File: src/rtl/cot_pkg.sv
`timescale 1ns/1ps
package cot_pkg;

  typedef enum logic [1:0] {
    PH_IDLE = 2'd0,
    PH_HIGH = 2'd1,
    PH_LOW  = 2'd2
  } phase_e;

  // Limit the divisor: never zero, never above the code for the clamp level.
  function automatic logic [31:0] ff_limit(input logic [31:0] ff, input logic [31:0] top);
    logic [31:0] v;
    v = ff;
    if (v == 32'd0) v = 32'd1;
    if (v > top)    v = top;
    return v;
  endfunction

  // Round the quotient up, add the fixed delay, saturate, and keep at least one cycle.
  function automatic logic [31:0] ton_finish(input logic [31:0] quo, input logic rem_nz,
                                             input logic [31:0] dly, input logic [31:0] tmax);
    logic [31:0] t;
    t = quo + {31'd0, rem_nz} + dly;
    if (t > tmax)   t = tmax;
    if (t == 32'd0) t = 32'd1;
    return t;
  endfunction

endpackage

File: src/rtl/cot_ontime_div.sv
`timescale 1ns/1ps
module cot_ontime_div #(
  parameter int CODE_W      = 10,
  parameter int K_CYC       = 50,
  parameter int DLY_CYC     = 14,
  parameter int FF_ONE_CODE = 400,
  parameter int TON_MAX     = 1023,
  localparam int KW         = $clog2(K_CYC + 1),
  localparam int NUM_W      = CODE_W + KW,
  localparam int TON_W      = $clog2(TON_MAX + 1),
  localparam int STEP_W     = $clog2(NUM_W + 1)
) (
  input  logic              clk,
  input  logic              rst_n,
  input  logic [CODE_W-1:0] sense_code,
  input  logic [CODE_W-1:0] ff_code,
  output logic [TON_W-1:0]  ton_cyc
);
  import cot_pkg::*;

  logic              busy;
  logic [STEP_W-1:0] step;
  logic [NUM_W-1:0]  num_sh;
  logic [NUM_W-1:0]  quo;
  logic [CODE_W-1:0] rem;
  logic [CODE_W-1:0] den;

  logic [CODE_W:0]   rem_sh;
  logic              take;
  logic [CODE_W:0]   rem_nx;
  logic [NUM_W-1:0]  quo_nx;
  logic [31:0]       fin;
  logic [31:0]       den_lim;
  logic              last_step;

  always_comb begin
    rem_sh    = {rem, num_sh[NUM_W-1]};
    take      = rem_sh >= {1'b0, den};
    rem_nx    = take ? (rem_sh - {1'b0, den}) : rem_sh;
    quo_nx    = {quo[NUM_W-2:0], take};
    last_step = busy && (step == STEP_W'(1));
    fin       = ton_finish(32'(quo_nx), |rem_nx, 32'(DLY_CYC), 32'(TON_MAX));
    den_lim   = ff_limit(32'(ff_code), 32'(FF_ONE_CODE));
  end

  always_ff @(posedge clk or negedge rst_n) begin
    if (!rst_n) begin
      busy    <= 1'b0;
      step    <= '0;
      num_sh  <= '0;
      quo     <= '0;
      rem     <= '0;
      den     <= CODE_W'(1);
      ton_cyc <= TON_W'(1);
    end else if (!busy) begin
      busy   <= 1'b1;
      step   <= STEP_W'(NUM_W);
      num_sh <= NUM_W'(sense_code) * NUM_W'(K_CYC);
      quo    <= '0;
      rem    <= '0;
      den    <= den_lim[CODE_W-1:0];
    end else begin
      num_sh <= {num_sh[NUM_W-2:0], 1'b0};
      quo    <= quo_nx;
      rem    <= rem_nx[CODE_W-1:0];
      step   <= step - STEP_W'(1);
      if (last_step) begin
        busy    <= 1'b0;
        ton_cyc <= fin[TON_W-1:0];
      end
    end
  end

endmodule

File: src/rtl/cot_offtime_timer.sv
`timescale 1ns/1ps
module cot_offtime_timer #(
  parameter int MIN_OFF_CYC = 110,
  localparam int OFF_W      = $clog2(MIN_OFF_CYC + 1)
) (
  input  logic clk,
  input  logic rst_n,
  input  logic enable,
  input  logic hs_fall,
  output logic off_done
);
  logic [OFF_W-1:0] off_cnt;

  always_ff @(posedge clk or negedge rst_n) begin
    if (!rst_n)                off_cnt <= '0;
    else if (!enable)          off_cnt <= '0;
    else if (hs_fall)          off_cnt <= OFF_W'(MIN_OFF_CYC - 1);
    else if (off_cnt != '0)    off_cnt <= off_cnt - OFF_W'(1);
  end

  assign off_done = (off_cnt == '0);

endmodule

File: src/rtl/cot_phase_ctl.sv
`timescale 1ns/1ps
module cot_phase_ctl #(
  parameter int TON_MAX = 1023,
  localparam int TON_W  = $clog2(TON_MAX + 1)
) (
  input  logic             clk,
  input  logic             rst_n,
  input  logic             enable,
  input  logic             noskip,
  input  logic             arm,
  input  logic             zc_det,
  input  logic [TON_W-1:0] ton_cyc,
  output logic             start_go,
  output logic             ton_last,
  output logic             hs_req,
  output logic             ls_req
);
  import cot_pkg::*;

  phase_e           phase;
  logic [TON_W-1:0] ton_left;
  logic             zc_release;

  assign start_go   = arm && (phase != PH_HIGH);
  assign ton_last   = (phase == PH_HIGH) && (ton_left <= TON_W'(1));
  assign zc_release = (phase == PH_LOW) && !noskip && zc_det;

  always_ff @(posedge clk or negedge rst_n) begin
    if (!rst_n) begin
      phase    <= PH_IDLE;
      ton_left <= '0;
    end else if (!enable) begin
      phase    <= PH_IDLE;
      ton_left <= '0;
    end else begin
      unique case (phase)
        PH_HIGH: begin
          if (ton_last) phase    <= PH_LOW;
          else          ton_left <= ton_left - TON_W'(1);
        end
        default: begin
          if (start_go) begin
            phase    <= PH_HIGH;
            ton_left <= ton_cyc;
          end else if (zc_release) begin
            phase <= PH_IDLE;
          end
        end
      endcase
    end
  end

  assign hs_req = (phase == PH_HIGH);
  assign ls_req = (phase == PH_LOW);

endmodule

File: src/rtl/cot_seq.sv
`timescale 1ns/1ps
module cot_seq #(
  parameter int CODE_W      = 10,
  parameter int K_CYC       = 50,
  parameter int DLY_CYC     = 14,
  parameter int FF_ONE_CODE = 400,
  parameter int TON_MAX     = 1023,
  parameter int MIN_OFF_CYC = 110,
  localparam int TON_W      = $clog2(TON_MAX + 1)
) (
  input  logic              clk,
  input  logic              rst_n,
  input  logic              enable,
  input  logic              noskip,
  input  logic              fb_low,
  input  logic              ilim_trip,
  input  logic              zc_det,
  input  logic [CODE_W-1:0] sense_code,
  input  logic [CODE_W-1:0] ff_code,
  output logic              hs_req,
  output logic              ls_req
);
  logic [TON_W-1:0] ton_cyc;
  logic             off_done;
  logic             arm;
  logic             start_go;
  logic             ton_last;

  assign arm = enable && fb_low && !ilim_trip && off_done;

  cot_ontime_div #(
    .CODE_W(CODE_W), .K_CYC(K_CYC), .DLY_CYC(DLY_CYC),
    .FF_ONE_CODE(FF_ONE_CODE), .TON_MAX(TON_MAX)
  ) u_div (
    .clk(clk), .rst_n(rst_n), .sense_code(sense_code), .ff_code(ff_code), .ton_cyc(ton_cyc)
  );

  cot_offtime_timer #(.MIN_OFF_CYC(MIN_OFF_CYC)) u_off (
    .clk(clk), .rst_n(rst_n), .enable(enable), .hs_fall(ton_last), .off_done(off_done)
  );

  cot_phase_ctl #(.TON_MAX(TON_MAX)) u_ph (
    .clk(clk), .rst_n(rst_n), .enable(enable), .noskip(noskip), .arm(arm),
    .zc_det(zc_det), .ton_cyc(ton_cyc), .start_go(start_go), .ton_last(ton_last),
    .hs_req(hs_req), .ls_req(ls_req)
  );

endmodule

File: config.mk
export PLATFORM = sky130hd
export DESIGN_NAME = cot_seq
export DESIGN_NICKNAME = d
export VERILOG_FILES = /design/src/rtl/cot_pkg.sv /design/src/rtl/cot_ontime_div.sv /design/src/rtl/cot_offtime_timer.sv /design/src/rtl/cot_phase_ctl.sv /design/src/rtl/cot_seq.sv
export SDC_FILE = /design/constraint.sdc
export NUM_CORES = 1
export LEC_CHECK = 0
export ABC_AREA = 1
export BUFFER_PORTS_ARGS = -buffer_cell sky130_fd_sc_hd__buf_4
export CORE_MARGIN = 1
export CORE_UTILIZATION = 63
export CTS_BUF_LIST = sky130_fd_sc_hd__clkbuf_16
export DETAILED_ROUTE_END_ITERATION = 10
export GPL_ROUTABILITY_DRIVEN = 1
export PLACE_DENSITY = 0.81
export SYNTH_ARGS = -nofsm -noshare
export SYNTH_HDL_FRONTEND = slang
export SYNTH_SLANG_ARGS = --single-unit
export TNS_END_PERCENT = 10
File: constraint.sdc
create_clock -name clk -period 5.6 [get_ports clk]
set_input_delay 0.28 -clock clk [delete_from_list [all_inputs] [get_ports clk]]
set_output_delay 0.28 -clock clk [all_outputs]
set_load 0.02 [all_outputs]
# ---- After elaboration in Yosys (flattened, before gate mapping)
# Index checks and enable logic that the tools add are counted.
dict set report word_totals {
  register_bits 86
  latch_bits 0
  ram_bits 0
  mem_bits_ro 0
  input_bits 27
  output_inout_bits 2
  word_cells 71
  mem_count 0
}
dict set report classes {
  addsub 6
  n_mul 1
  div_mod_pow 0
  magnitude_cmp 4
  eq_ne 9
  n_shift 0
  n_mux 23
  bitwise_logic 0
  reduce_logical 18
}
# cell n
set ops {}
lappend ops {{$mux W10} 8}
lappend ops {{$add A32 B4 Y32 const B} 1}
lappend ops {{$gt A32 B10 Y1 const B} 1}
lappend ops {{$logic_not A32 Y1} 1}
lappend ops {{$mux W32} 1}
lappend ops {{$mux W7} 3}
lappend ops {{$add A16 B1 Y17} 1}
lappend ops {{$mux W16} 1}
lappend ops {{$mul A10 B5 Y15 const B} 1}
lappend ops {{$mux W15} 1}
lappend ops {{$ge A11 B10 Y1} 1}
lappend ops {{$mux W11} 1}
lappend ops {{$reduce_or A11 Y1} 1}
lappend ops {{$sub A11 B10 Y11} 1}
lappend ops {{$gt A10 B9 Y1 const B} 1}
lappend ops {{$le A10 B1 Y1 const B} 1}
lappend ops {{$logic_not A10 Y1} 1}
lappend ops {{$mux W2} 5}
lappend ops {{$sub A10 B1 Y10 const B} 1}
lappend ops {{$logic_and A1 B1 Y1} 8}
lappend ops {{$logic_not A7 Y1} 1}
lappend ops {{$reduce_bool A7 Y1} 1}
lappend ops {{$sub A7 B1 Y7 const B} 1}
lappend ops {{$ne A3 B1 Y1 const B} 2}
lappend ops {{12 further kinds} 16}

# ---- Depth between registers and ports, before layout
dict set report logic_depth {
  ltp_word 9
  depth_mapped 32
  mapped_depth_nobuf 31
}

# ---- By module
# From an unflattened synthesis, not the netlist that was laid out.
dict set report unflattened {
  cells_unflattened 842
  area_unflattened_um2 6123.4
}
# module n_inst cells_each area_each_um2 seq_area_each_um2
set modules_own_cells {}
lappend modules_own_cells {cot_ontime_div 1 638 4745.8 1654.1}
lappend modules_own_cells {cot_phase_ctl 1 140 900.9 300.3}
lappend modules_own_cells {cot_offtime_timer 1 60 459.2 175.2}
lappend modules_own_cells {cot_seq 1 4 17.5 0.0}

# ---- Worst setup path after synthesis
# Ideal clock, no wire load.
dict set report synth_timing {
  path_type {flip-flop to flip-flop}
  startpoint {register u_div.rem[2]}
  endpoint {register u_div.ton_cyc[1]}
  setup_ps 118
  arrival_time_ps 3830
  required_time_ps 5482
  slack_ps 1652
  stages_incl_launch_ff 31
  path_buffers 1
  period_less_slack_ps 3948
  path_cell_list {dfrtp_1 ha_1 nand2_1 o21ai_0 nand2_1 nand3_1 nand2_1 nand2_1 buf_2 nand2_1 o21ai_0 nand2_1 nor2_1 nand3_1 ha_1 ha_1 inv_1 nand2_1 nand2_1 inv_1 ha_1 nand3_1 nand2_2 clkinv_1 nand3_1 nor2_2 nand3_2 a21oi_4 nand4_1 nand2_1 nand2_1}
}
dict set report synth_via {
  elab_chain_cells 9
  elab_cells_between_ends 10
  cone_classes {add/sub: 3; order compare: 2; mux: 3; reduce/logical: 2}
}
# element line_no
set synth_lines {}
lappend synth_lines {{start: declaration} cot_ontime_div.sv:25} ;# logic [CODE_W-1:0] rem;
lappend synth_lines {{start signal: assignment} cot_ontime_div.sv:65} ;# rem <= rem_nx[CODE_W-1:0];
lappend synth_lines {{$sub A11 B10 Y11 or $ge A11 B10 Y1 (tied branches)} {cot_ontime_div.sv:39, cot_ontime_div.sv:38}}
lappend synth_lines {{$mux W11} cot_ontime_div.sv:39} ;# rem_nx = take ? (rem_sh - {1'b0, den}) : rem_sh;
lappend synth_lines {{$reduce_or A11 Y1} cot_ontime_div.sv:42} ;# fin = ton_finish(32'(quo_nx), |rem_nx, 32'(DLY_CYC), 32'(TON_MAX));
lappend synth_lines {{$add A16 B1 Y17 *} cot_pkg.sv:23} ;# t = quo + {31'd0, rem_nz} + dly;
lappend synth_lines {{$add A32 B4 Y32 *} cot_pkg.sv:23}
lappend synth_lines {{$gt A32 B10 Y1} cot_pkg.sv:24} ;# if (t > tmax) t = tmax;
lappend synth_lines {{$mux W32 *} cot_pkg.sv:24}
lappend synth_lines {{$logic_not A32 Y1} cot_pkg.sv:25} ;# if (t == 32'd0) t = 32'd1;
lappend synth_lines {{$mux W10 *} cot_pkg.sv:25}
lappend synth_lines {{end signal: assignment} cot_ontime_div.sv:69} ;# ton_cyc <= fin[TON_W-1:0];
lappend synth_lines {{end: declaration} cot_ontime_div.sv:17} ;# output logic [TON_W-1:0] ton_cyc
# Every way passes the cells marked *; elsewhere a longest branch is shown, timed or not.
# A chain may end at the register's enable or synchronous reset.

# ---- Worst setup path in the final report
dict set report layout_timing {
  startpoint {register u_div.rem[1]}
  endpoint {register u_div.ton_cyc[6]}
}
# The elaborated chain is that of the path after synthesis.

==> qor.yml <==
status:
  status: "completed"
timing:
  max_freq_mhz: 213
  tns_ps: 0
  tightestPinTransition_ps: 1050
  min_period_over_period: 0.837
  slew_violations: 0
  clock_skew_ps: 10.4
  holdWs_ps: 97.5
  rsz0062_at_grt: "false"
  fin_crit_ps: 4690
  setup_violations: 0
  max_slew_margin: 0.298
  fin_ws_ps: 911
  final_hold_viol_count: 0
placement:
  gp_congestion: 0.986
  io_buffers: 28
  post-place-ws_ps: 1010
  dp_hpwl_mm: 9.93
  place_area_sq_um: 6440
setup_path:
  critPathMaxFanout: 19
  r2r_slack_ps: 910
  crit_start: "u_div.rem[1]"
  max_stage_delay_ps: 420
  critPathSlowestCell: "nand2_1"
  required_ps: 5830
  crit_arrival_ps: 4920
  crit_path_end: "u_div.ton_cyc[6]"
  worstReg2RegEnd: "u_div.ton_cyc[6]"
  endpoint_kind: "flop"
  startpoint_type: "flop"
  r2r_start: "u_div.rem[1]"
  reg2regPathDepth: 28
  path_class: "flop to flop"
  crit_top_cell: "nand2_1"
finish:
  final_cell_mix: "nand2_1, inv_1, dfrtp_1"
  drive_above_1_share: 0.0928
  final_common_cell: "nand2_1"
  finalNetCount: 943
  nFillCells: 746
  final_area_sq_um: 6740
  multi_input_area_sq_um: 3440
  regArea_sq_um: 2130
  n_antenna_cell: 0
  area_growth_pct: 10.2
die:
  dieArea_sq_um: 10100
  die_h_um: 101
  start_util: 0.656
  core_sq_um: 9330
  die_w_um: 101
  ios: 29
  rows: 35
clock_tree:
  htreeDepth: 3
  cts_tree: "done"
  cts_setup_buffers: 0
  cts_made_buffers: 9
  cts-root-buf: "clkbuf_16"
  cts.repair.resized: 0
  clk_path_buf_depth: 2
  clk_pin_slew_ps: 70
  clock_latency_ps: 340
  cts_hold_buf: 0
  cts_sinks: 85
route:
  drtPass1Iterations: 5
  vias: 5464
  ant_nets: 0
  drt-initial-drc-count: 271
  drt-vias-per-instance: 5.51
  drc: 0
  drt-wirelength-per-cell_um: 13.2
  drt-total-wl_mm: 13.1
yosys:
  synth_nets: 916
  synthCells: 830
  synth_edf_count: 0
  yosysSeqAreaShare: 0.348
  async_flop_share: 1.00
  yosys_warnings: 0
  ys.flop_type: "dfrtp_1"
  synth_area_sq_um: 6120
  ys_ff_latch: 85
  ys_types: 48
  syn_area_per_cell_sq_um: 7.37
global_routing:
  grt_pass1_vias: 5197
  gr-total-overflow: 0
  antenna_found_initial: 0
  grt_start_max_net_pins: 86
  grt_usage: 0.279
  grt_pass1_wl_mm: 22.6
hold_path:
  min_path_type: "primary input to asynchronous set/reset pin"
power:
  power_density_nw_per_um2: 523
  power_leakage_nw: 3.58
  total_power_mw: 3.52
  ir_drop_uv: 283
job:
  timing.max_cap.violations: 0
cells by family after synthesis:
kind of cell               Yosys count  share of synthesized area
xor gates and xnor gates            23                     0.0342
adders and majority gates           59                      0.128
DFF                                 85                      0.348
AOI/OAI and AO/OA                  101                     0.0943
and+or+nand+nor                    418                      0.304
muxes                                1                    0.00164
buffers and inverters              143                     0.0894
state kept, by name, summed over array words and instances (netlist names):
signal,cells
u_div.num_sh,15
u_div.quo,15
u_div.den,10
u_div.rem,10
u_div.ton_cyc,10
u_ph.ton_left,10
u_off.off_cnt,7
u_div.step,5
u_ph.phase,2
u_div.busy,1
power by group:
group | internal (mW) | leakage (nW) | switching [mW]
combinational | 0.703 | 2.41 | 1.32
sequential | 0.757 | 1.02 | 0.138
clock | 0.352 | 0.148 | 0.256
critical path: cells and delay by family (launching register included):
family,cells,cell delay [ps]
AND/OR/NAND/NOR,18,2220
AO/OA/AOI/OAI,1,280
buffers and inverters,4,280
multiplexers,1,330
flip-flops,1,380
adder cells (fa/ha/maj),4,1080
how the worst min path moves through the flow:
stage                    start               to  slack (ps)  cells past startpoint
6_report                 rst_n    u_div.quo[14]         100                      1
5_1_grt          sense_code[1]  u_div.num_sh[2]         180                      3
4_1_cts          sense_code[1]  u_div.num_sh[2]         170                      3
3_5_place_dp   u_div.num_sh[5]  u_div.num_sh[6]         440                      2
3_3_place_gp   u_div.num_sh[5]  u_div.num_sh[6]         430                      2
2_1_floorplan            rst_n       u_div.busy         -20                      0
layer usage:
layer,up-vias,wire length (um),track usage
met2,139,6720,0.501
li1,2726,-,-
met5,-,0,0
met1,2575,5720,0.349
met3,24,475,0.0395
met4,0,206,0.0847
synth_stat cells (3+ instances only):
master,number,area share
a31oi_1,4,0.0041
nand3_1,41,0.034
a22oi_1,5,0.0061
ha_1,53,0.11
clkbuf_1,8,0.0049
o22ai_1,8,0.0082
o21ai_0,42,0.034
nor2_1,82,0.050
nor3_1,7,0.0057
xor2_1,15,0.021
nand3_2,3,0.0049
xnor2_1,7,0.010
inv_1,128,0.079
nor2_2,5,0.0051
a21oi_1,31,0.025
nand2_1,223,0.14
nand4_1,24,0.025
nor2_4,7,0.013
nand3b_1,3,0.0037
fa_1,6,0.020
dfrtp_1,83,0.34
nand2_2,12,0.012
per-stage QoR:
stage	instances	util
2_1_floorplan	830	-
3_3_place_gp	975	0.690
3_5_place_dp	975	0.690
4_1_cts	991	0.723
5_1_grt	991	0.723
6_report	991	0.723
layout make-up:
class,count,area share
multi-input combinational,602,0.510
timing repair buffer,29,0.0323
inverter,130,0.0724
clock inverter,7,0.0119
sequential,85,0.316
tap,129,0.0239
clock buffer,9,0.0334
No activity file was read; power rests on OpenSTA's default activity.
